`src/rtl/tone_cadence_pkg.sv`:
```
package tone_cadence_pkg;
  localparam int NUM_EXP = 2;
  localparam int EXP_ACTIVE = 0;
  localparam int EXP_INACTIVE = 1;

  typedef enum logic [2:0] {
    ST_IDLE,
    ST_ACTIVE,
    ST_DRAIN,
    ST_INACTIVE,
    ST_DONE
  } cadState_t;

  typedef struct packed {
    logic loadActive;
    logic loadInactive;
    logic countDown;
    logic expActive;
    logic expInactive;
  } cadStrobe_t;
endpackage

```
`src/rtl/tone_cadence_dp.sv`:
```
module tone_cadence_dp
  import tone_cadence_pkg::*;
#(
  parameter int CNT_W = 16,
  parameter int SAMPLE_W = 16
) (
  input  logic                clk,
  input  logic                rstN,
  input  logic                tick,
  input  logic [CNT_W-1:0]    activeLen,
  input  logic [CNT_W-1:0]    inactiveLen,
  input  logic [SAMPLE_W-1:0] oscSample,
  input  cadStrobe_t          strobe,
  input  logic [NUM_EXP-1:0]  statusClr,
  output logic                countIsOne,
  output logic                zeroCross,
  output logic [NUM_EXP-1:0]  status
);
  localparam int SIGN_BIT = SAMPLE_W - 1;
  localparam logic [CNT_W-1:0] ONE_TICK = CNT_W'(1);

  logic [CNT_W-1:0]    count;
  logic [CNT_W-1:0]    activeLoad;
  logic [CNT_W-1:0]    inactiveLoad;
  logic [SAMPLE_W-1:0] prevSample;
  logic [NUM_EXP-1:0]  expVec;

  // zero length behaves as one tick
  assign activeLoad   = (activeLen == '0) ? ONE_TICK : activeLen;
  assign inactiveLoad = (inactiveLen == '0) ? ONE_TICK : inactiveLen;

  always_ff @(posedge clk) begin
    if (!rstN) begin
      count <= '0;
    end else if (strobe.loadActive) begin
      count <= activeLoad;
    end else if (strobe.loadInactive) begin
      count <= inactiveLoad;
    end else if (strobe.countDown) begin
      count <= count - ONE_TICK;
    end
  end

  assign countIsOne = (count == ONE_TICK);

  always_ff @(posedge clk) begin
    if (!rstN) begin
      prevSample <= '0;
    end else if (tick) begin
      prevSample <= oscSample;
    end
  end

  // sign change against the last tick's sample, or an exact zero
  assign zeroCross = tick &&
    ((oscSample == '0) || (oscSample[SIGN_BIT] != prevSample[SIGN_BIT]));

  assign expVec[EXP_ACTIVE]   = strobe.expActive;
  assign expVec[EXP_INACTIVE] = strobe.expInactive;

  generate
    for (genvar i = 0; i < NUM_EXP; i++) begin : g_status
      always_ff @(posedge clk) begin
        if (!rstN) begin
          status[i] <= 1'b0;
        end else begin
          status[i] <= expVec[i] | (status[i] & ~statusClr[i]);
        end
      end

      assert_sticky_R8: assert property (@(posedge clk) disable iff (!rstN)
        (status[i] && !statusClr[i]) |=> status[i]);

      assert_expiry_beats_clear_R9: assert property (@(posedge clk) disable iff (!rstN)
        expVec[i] |=> status[i]);
    end
  endgenerate

  assert_load_nonzero_R4: assert property (@(posedge clk) disable iff (!rstN)
    (strobe.loadActive || strobe.loadInactive) |=> (count != '0));
endmodule

```
`src/rtl/tone_cadence_ctl.sv`:
```
module tone_cadence_ctl
  import tone_cadence_pkg::*;
(
  input  logic       clk,
  input  logic       rstN,
  input  logic       tick,
  input  logic       oscEnable,
  input  logic       syncStart,
  input  logic       activeTimerEn,
  input  logic       inactiveTimerEn,
  input  logic       zeroCrossEn,
  input  logic       countIsOne,
  input  logic       zeroCross,
  output cadStrobe_t strobe,
  output logic       toneOn
);
  cadState_t state;
  cadState_t stateNext;

  always_comb begin
    stateNext = state;
    strobe = '0;
    if (!oscEnable) begin
      stateNext = ST_IDLE;
    end else begin
      unique case (state)
        ST_IDLE: begin
          if (!syncStart || tick) begin
            strobe.loadActive = 1'b1;
            stateNext = ST_ACTIVE;
          end
        end
        ST_ACTIVE: begin
          if (activeTimerEn && tick) begin
            if (countIsOne) begin
              strobe.expActive = 1'b1;
              if (zeroCrossEn) begin
                stateNext = ST_DRAIN;
              end else if (inactiveTimerEn) begin
                strobe.loadInactive = 1'b1;
                stateNext = ST_INACTIVE;
              end else begin
                stateNext = ST_DONE;
              end
            end else begin
              strobe.countDown = 1'b1;
            end
          end
        end
        ST_DRAIN: begin
          if (zeroCross) begin
            if (inactiveTimerEn) begin
              strobe.loadInactive = 1'b1;
              stateNext = ST_INACTIVE;
            end else begin
              stateNext = ST_DONE;
            end
          end
        end
        ST_INACTIVE: begin
          if (tick) begin
            if (countIsOne) begin
              strobe.expInactive = 1'b1;
              strobe.loadActive = 1'b1;
              stateNext = ST_ACTIVE;
            end else begin
              strobe.countDown = 1'b1;
            end
          end
        end
        ST_DONE: stateNext = ST_DONE;
        default: stateNext = ST_IDLE;
      endcase
    end
  end

  always_ff @(posedge clk) begin
    if (!rstN) begin
      state <= ST_IDLE;
    end else begin
      state <= stateNext;
    end
  end

  assign toneOn = (state == ST_ACTIVE) || (state == ST_DRAIN);

  assert_disable_stops_R11: assert property (@(posedge clk) disable iff (!rstN)
    !oscEnable |=> !toneOn);

  assert_hold_untimed_R5: assert property (@(posedge clk) disable iff (!rstN)
    (state == ST_ACTIVE && !activeTimerEn && oscEnable) |=> toneOn);

  assert_wait_crossing_R7: assert property (@(posedge clk) disable iff (!rstN)
    (state == ST_DRAIN && !zeroCross && oscEnable) |=> toneOn);

  assert_done_silent_R6: assert property (@(posedge clk) disable iff (!rstN)
    (state == ST_DONE) |-> !toneOn);
endmodule

```
`src/rtl/tone_cadence_timer.sv`:
```
module tone_cadence_timer
  import tone_cadence_pkg::*;
#(
  parameter int CNT_W = 16,
  parameter int SAMPLE_W = 16
) (
  input  logic                clk,
  input  logic                rstN,
  input  logic                tick,
  input  logic                oscEnable,
  input  logic                syncStart,
  input  logic                activeTimerEn,
  input  logic                inactiveTimerEn,
  input  logic                zeroCrossEn,
  input  logic [CNT_W-1:0]    activeLen,
  input  logic [CNT_W-1:0]    inactiveLen,
  input  logic [SAMPLE_W-1:0] oscSample,
  input  logic [1:0]          intEnable,
  input  logic [1:0]          statusClr,
  output logic                toneOn,
  output logic [1:0]          status,
  output logic                irq
);
  cadStrobe_t strobe;
  logic       countIsOne;
  logic       zeroCross;

  tone_cadence_ctl u_ctl (
    .clk             (clk),
    .rstN            (rstN),
    .tick            (tick),
    .oscEnable       (oscEnable),
    .syncStart       (syncStart),
    .activeTimerEn   (activeTimerEn),
    .inactiveTimerEn (inactiveTimerEn),
    .zeroCrossEn     (zeroCrossEn),
    .countIsOne      (countIsOne),
    .zeroCross       (zeroCross),
    .strobe          (strobe),
    .toneOn          (toneOn)
  );

  tone_cadence_dp #(.CNT_W(CNT_W), .SAMPLE_W(SAMPLE_W)) u_dp (
    .clk         (clk),
    .rstN        (rstN),
    .tick        (tick),
    .activeLen   (activeLen),
    .inactiveLen (inactiveLen),
    .oscSample   (oscSample),
    .strobe      (strobe),
    .statusClr   (statusClr),
    .countIsOne  (countIsOne),
    .zeroCross   (zeroCross),
    .status      (status)
  );

  assign irq = |(status & intEnable);

  assert_irq_needs_status_R10: assert property (@(posedge clk) disable iff (!rstN)
    irq |-> (status != 2'b00));
endmodule

```
`config.mk`:
```
export PLATFORM = sky130hd
export DESIGN_NAME = tone_cadence_timer
export DESIGN_NICKNAME = d
export VERILOG_FILES = /design/src/rtl/tone_cadence_pkg.sv /design/src/rtl/tone_cadence_dp.sv /design/src/rtl/tone_cadence_ctl.sv /design/src/rtl/tone_cadence_timer.sv
export SDC_FILE = /design/constraint.sdc
export NUM_CORES = 1
export LEC_CHECK = 0
export BUFFER_PORTS_ARGS = -buffer_cell sky130_fd_sc_hd__buf_2
export CAP_MARGIN = 20
export CORE_MARGIN = 2
export CORE_UTILIZATION = 49
export DETAILED_ROUTE_END_ITERATION = 8
export PLACE_DENSITY = 0.8
export SLEW_MARGIN = 20
export SYNTH_ARGS = -nofsm -noshare
export SYNTH_HDL_FRONTEND = slang
export SYNTH_SLANG_ARGS = --single-unit
```
`constraint.sdc`:
```
create_clock -name clk -period 3.2 [get_ports clk]
set_input_delay 0.16 -clock clk [delete_from_list [all_inputs] [get_ports clk]]
set_output_delay 0.16 -clock clk [all_outputs]
set_load 0.02 [all_outputs]
```
==> run metrics, run 1 <==
critical path class register to register; crit-path cells ha_1 -> or4b_4 -> nor4_4 -> a31oi_4 -> a21oi_1 -> nor2b_1 -> o32ai_2; internal cell power 0.484 mW; Area Overhead vs Synth 21.1%; drt total wl 4.77 mm; Final Hold Viols 0; fin crit period 2.57 ns; GP Congestion 0.938; Placed Cells 320; warnings from Yosys 0; outcome complete, no violations; I/O Buffers 63; Post-CTS Setup Repair Bufs 0; Leakage 0.854 nW; Final Util 61.9%; Yosys reg bits 22; die extent in x 63.3 µm; Final Cell Area 0.00208 mm²; area of the multi-input gates 0.00121 mm²; Final Cycle Share 80.4%; Worst EP required 3.44 ns; Crit path arrival time 2.81 ns; worst-path maximum fanout 19; Post-CTS Resized 0; top-count cell post-synth nor2_1; initial antenna violation count 0; CTS Buffer Depth 2; ANT cells 0; total core area 0.00336 mm²; number of core rows 21; TritonCTS Buffers 3; final setup TNS 0 ns; Comb pwr share 34.6%; Netlist cell types 50; Layout Nets 341; pin count of the biggest net entering global routing 24; chip height 63.3 µm; worst skew pair latency 0.32 ns; post-route ant nets 0; clk sinks 22; CP max stage delay 0.54 ns; Routed WL per cell 14.7 µm; startpoint types register; max-cap viol count 0; Flop pwr share 44.3%; Synth async-reset ratio 0%; Post-Synthesis Cell Area 0.00172 mm²; Hold Slack 0.0943 ns; Slew HR 33.8%; Starting Density 51.2%; RSZ-0062 raised after global routing no; Post-Syn Nets 283; Post-synth EDFFs 0; H-tree depth 1; die area 0.00400 mm²; Clock power frac 21.1%; synthesized instance count 221; Clock Skew 0.00704 ns; DRT iter0 DRCs 131; Yosys top cell by area dfxtp_1; # setup viols final 0; CTS tree yes; layout cell share with drive strength beyond 1 29.1%; Peak VDD IR 0.252 mV; net switching power 0.266 mW; syn_area_per_cell 7.78 µm²; post-route setup slack 0.628 ns; Root Driver clkbuf_4; kind of end point of the critical path register; vias in the first global route 1866; hold_buf cts 0; Peak Freq 0.389 GHz; global-route usage over all layers 24.7%; Critical Path Slowest Stage Cell nor4_4; GRT overflow 0; final non-filler cell total 324; Slew @ Worst Pin 0.990 ns; routed vias 1976; area share of the largest cell type after synthesis 25.6%; Most used DFF post-synth dfxtp_1; top cell family by delay on the critical path simple AND/OR/NAND/NOR gates; # fillers 335; Synth top cells by count nor2_1, dfxtp_1, a21oi_1, nor4_1, nand2_1; Buf/Inv on CP 0; power consumption 0.750 mW; pre-CTS WS 0.682 ns; first-pass GRT wire length 8.13 mm; P per Cell Area 360 mW/mm²; FF+latch area 440 µm²; sequential area share after synthesis 25.6%; Post-DP HPWL 3.64 mm; synth top area cells dfxtp_1, nor2_1, o221ai_1, nor4_1, a21oi_1; Worst Hold Class input pin to register; placed cell area 0.00205 mm²; Worst-path clk slew 0.13 ns; DRC viols 0; IO Count 64; Final Max Slew Viols 0; vias per cell 6.10; Net Sw Frac 35.5%; drt pass-1 iters 4
-- power groups by stage --
stage                     Sequential, mW  Combinational [mW]  Clock (mW)
after floorplan                    0.324               0.186           0
after global placement             0.337               0.252           0
after global routing               0.337               0.290       0.173
final                              0.332               0.260       0.158
after detailed placement           0.337               0.255           0
after CTS                          0.331               0.257       0.160
-- worst register-to-register path: stages, from the launching register on --
cell	delay (ns)
dfxtp_1	0.43
ha_1	0.17
or4b_4	0.50
nor4_4	0.54
a31oi_4	0.32
a21oi_1	0.23
nor2b_1	0.07
o32ai_2	0.24
-- cell type report --
class | instances | area share [%]
multi-input combinational | 184 | 58.1
sequential | 22 | 21.1
tap | 46 | 2.76
clock buffer | 4 | 1.74
timing repair buffer | 64 | 15.5
inverter | 4 | 0.721
-- sequential cells by signal, summed over array words and instances, names as in the netlist --
| name | count |
|---|---|
| u_dp.count | 16 |
| u_ctl.state | 3 |
| u_dp.status | 2 |
| u_dp.prevSample | 1 |
-- path summary, 6_finish.rpt --
path	start	end	slack, ns	cells past startpoint
max reg2reg	u_dp.count[0]	u_dp.count[1]	0.63	7
min	statusClr[1]	u_dp.status[1]	0.09	3
min reg2reg	u_dp.status[1]	u_dp.status[1]	0.51	2
max	u_dp.count[0]	u_dp.count[1]	0.63	7
-- logic make-up after synthesis --
group / count (synthesis) / synth area share, %
muxes: 1 / 0.582
adders and majority gates: 2 / 1.45
and+or+nand+nor: 114 / 38.8
buffers and inverters: 15 / 4.00
AOI/OAI and AO/OA: 57 / 24.5
DFF: 22 / 25.6
xor gates and xnor gates: 10 / 5.09
-- placed cells by master, fill, tap and decap left out, drive strengths merged, types with 5 or more instances in the layout --
cell type / count
nor2: 29
nand3b: 5
buf: 64
and3: 5
dfxtp: 22
nor3: 16
nand2: 15
nor2b: 5
o221ai: 12
o21ai: 13
xor2: 7
nor4: 18
a21oi: 16
-- routing by layer --
metal / GRT usage [%] / vias to the layer above / wire, µm
li1: - / 966 / -
met1: 32.2 / 915 / 2120
met4: 8.15 / 0 / 52
met5: 0 / - / 0
met2: 40.8 / 89 / 2220
met3: 4.82 / 6 / 376
(Power assumes the default switching activity.)
==> run 2, diff against run 1 <==
--- a/config.mk
+++ b/config.mk
@@ -5,12 +5,13 @@
 export SDC_FILE = /design/constraint.sdc
 export NUM_CORES = 1
 export LEC_CHECK = 0
+export ABC_AREA = 1
 export BUFFER_PORTS_ARGS = -buffer_cell sky130_fd_sc_hd__buf_2
 export CAP_MARGIN = 20
 export CORE_MARGIN = 2
-export CORE_UTILIZATION = 49
+export CORE_UTILIZATION = 53
 export DETAILED_ROUTE_END_ITERATION = 8
-export PLACE_DENSITY = 0.8
+export PLACE_DENSITY = 0.82
 export SLEW_MARGIN = 20
 export SYNTH_ARGS = -nofsm -noshare
 export SYNTH_HDL_FRONTEND = slang
==> constraint.sdc (replaced) <==
create_clock -name clk -period 2.5 [get_ports clk]
set_input_delay 0.125 -clock clk [delete_from_list [all_inputs] [get_ports clk]]
set_output_delay 0.125 -clock clk [all_outputs]
set_load 0.02 [all_outputs]
==> run metrics, run 2 <==
outcome complete, no violations; Crit path arrival time 2.25 ns (-0.56 ns); Layout Nets 489 (+43%); post-route setup slack 0.457 ns (-0.171 ns); Yosys top cell by area dfxtp_1; number of core rows 23 (+9.5%); startpoint types register; Peak Freq 0.490 GHz (+26%); H-tree depth 1 (unchanged); met3 wire length 392 µm (+4.3%); synthesized instance count 373 (+69%); drt pass-1 iters 5 (+1); CTS Buffer Depth 2 (unchanged); worst-path maximum fanout 36 (+17); routed vias 2488 (+26%); commonest non-fill, non-tap cell in the layout nand2_1; Largest register FFs 16 (unchanged); Hold Path Cell Cnt 2 (-1); DRT iter0 DRCs 163 (+24%); syn_area_per_cell 5.83 µm² (-25%); synth top area cells dfxtp_1, nand3_1, nand2_1, nor2_1, inv_1; GRT overflow 0 (unchanged); Final Cycle Share 81.7% (+1.3 points); Post-synth EDFFs 0 (unchanged); sequential area share after synthesis 20.2% (-5.4 points); Worst EP required 2.71 ns (-0.73 ns); I/O Buffers 63 (unchanged); Buf/Inv on CP 2 (+2); largest register by flop count u_dp.count; chip height 68.1 µm (+7.6%); Post-Synthesis Cell Area 0.00218 mm² (+26%); DRC viols 0 (unchanged); commonest cells after routing, fill and taps aside nand2_1, buf_2, nor2_1; clk sinks 22 (unchanged); critical path class register to register; sum of routed wire segments on met1 2.55 mm (+20%); Post-Syn Nets 435 (+54%); Leakage 1.39 nW (+63%); Yosys reg bits 22 (unchanged); die area 0.00463 mm² (+16%); Synth async-reset ratio 0% (unchanged); first-pass GRT wire length 9.69 mm (+19%); largest registers u_dp.count: 16 flops, u_ctl.state: 3 flops, u_dp.status: 2 flops; Post-DP HPWL 4.41 mm (+21%); hold_buf cts 0 (unchanged); CP max stage delay 0.32 ns (-0.22 ns); drt total wl 5.78 mm (+21%); crit-path cells inv_1 -> ha_1 -> nand2_1 -> nor2_1 -> nand2_1 -> nor2_2 -> nand4_2 -> nand2_4 -> nand2_2 -> buf_12 -> nand2_1 -> nand3_1 -> a21oi_2; pre-CTS WS 0.500 ns (-0.182 ns); Synth top cells by count nand2_1, nor2_1, inv_1, nand3_1, a21oi_1; initial antenna violation count 0 (unchanged); WP depth 13 (+6); worst skew pair latency 0.27 ns (-0.05 ns); layout cell share with drive strength beyond 1 22.5% (-6.6 points); warnings from Yosys 0 (unchanged); CTS tree yes; Top cell by count, worst path nand2_1; met2 routed WL 2.78 mm (+25%); Slew @ Worst Pin 0.558 ns (-0.432 ns); Routed WL per cell 12.1 µm (-18%); Final Max Slew Viols 0 (unchanged); GP Congestion 0.937 (-0.20%); Post-CTS Resized 0 (unchanged); final setup TNS 0 ns (unchanged); RSZ-0062 raised after global routing no; Most used DFF post-synth dfxtp_1; IO Count 64 (unchanged); Hold Slack 0.0521 ns (-0.0423 ns); Critical Path Slowest Stage Cell dfxtp_1; area share of the largest cell type after synthesis 20.2% (-5.4 points); Starting Density 54.8% (+3.6 points); Post-CTS Setup Repair Bufs 0 (unchanged); Area Overhead vs Synth 17.4%; Final Hold Viols 0 (unchanged); TritonCTS Buffers 3 (unchanged); vias per cell 5.23 (-14%); ANT cells 0 (unchanged); kind of end point of the critical path register; final non-filler cell total 476 (+47%); highest metal used met4; top cell family by delay on the critical path simple AND/OR/NAND/NOR gates; Worst Hold Class input pin to register; max-cap viol count 0 (unchanged); worst r2r path cells 13 (+6); fin crit period 2.04 ns (-0.529 ns); Netlist cell types 34 (-32%); # setup viols final 0 (unchanged); vias in the first global route 2300 (+23%); Worst-path clk slew 0.09 ns (-0.04 ns); P per Cell Area 553 mW/mm² (+54%); post-route ant nets 0 (unchanged); Placed Cells 472 (+48%); Peak VDD IR 0.310 mV (+23%); Clock Skew 0.00586 ns (-0.00119 ns); Slew HR 62.7% (+29 points); top-count cell post-synth nand2_1; placed cell area 0.00248 mm² (+21%); global-route usage over all layers 26.9% (+2.3 points); die extent in x 68.1 µm (+7.6%); Final Cell Area 0.00255 mm² (+23%); total core area 0.00397 mm² (+18%); pin count of the biggest net entering global routing 37 (+54%); Root Driver clkbuf_8
-- run 2: cell types whose count changed in the layout (fill, tap and decap cells not counted), moves of 6 or more --
cell,previous run,this run
nand4_1,2,8
o221ai_1,12,0
a21oi_2,0,8
o21ai_0,11,4
inv_1,4,54
a21oi_1,16,29
nor2_1,28,58
nor4_1,16,0
nor3_1,14,7
nand2_1,15,67
nand3_1,4,54
-- run 2: kinds of logic (layout without fill, tap and decap cells) --
kind of cell | count (synthesis) | count (layout) | synth area share [%]
flops | 22 | 22 | 20.2
simple gates | 211 | 211 | 44.8
fa+ha+maj | 2 | 2 | 1.15
xor+xnor | 14 | 14 | 5.64
buf+inv | 76 | 129 | 15.0
compound gates | 48 | 48 | 13.2
-- run 2: path summary, 6_finish.rpt --
kind | endpoint | startpoint | slack [ns]
worst max-delay path | u_dp.count[12] | u_dp.count[1] | 0.46
worst min-delay path | u_dp.status[0] | statusClr[0] | 0.05
worst min register to register | u_dp.status[1] | u_dp.status[1] | 0.51
worst max register to register | u_dp.count[12] | u_dp.count[1] | 0.46
-- run 2: through the flow --
stage	utilization (%)	power, mW
after floorplan	-	0.918
after global placement	62.5	1.04
after detailed placement	62.5	1.06
after CTS	64.3	1.41
after global routing	64.3	1.53
final	64.3	1.41
-- run 2: cell type report --
class,instances,area (µm²)
Fill cell,386,1420
Multi-Input combinational cell,275,1410
Sequential cell,22,440
Timing Repair Buffer,66,350
Inverter,59,221
Tap cell,50,62.6
Clock buffer,3,41.3
Clock inverter,1,30.0
-- run 2: power breakdown --
part / internal [mW] / switching [mW]
sequential: 0.392 / 0.0409
clock: 0.214 / 0.131
combinational: 0.249 / 0.385
total: 0.855 / 0.557
-- run 2: metal layers --
metal / vias up / track usage (%)
li1: 1295 / -
met3: 6 / 2.96
met1: 1089 / 34.4
met4: 0 / 7.75
met2: 98 / 47.5
met5: - / 0
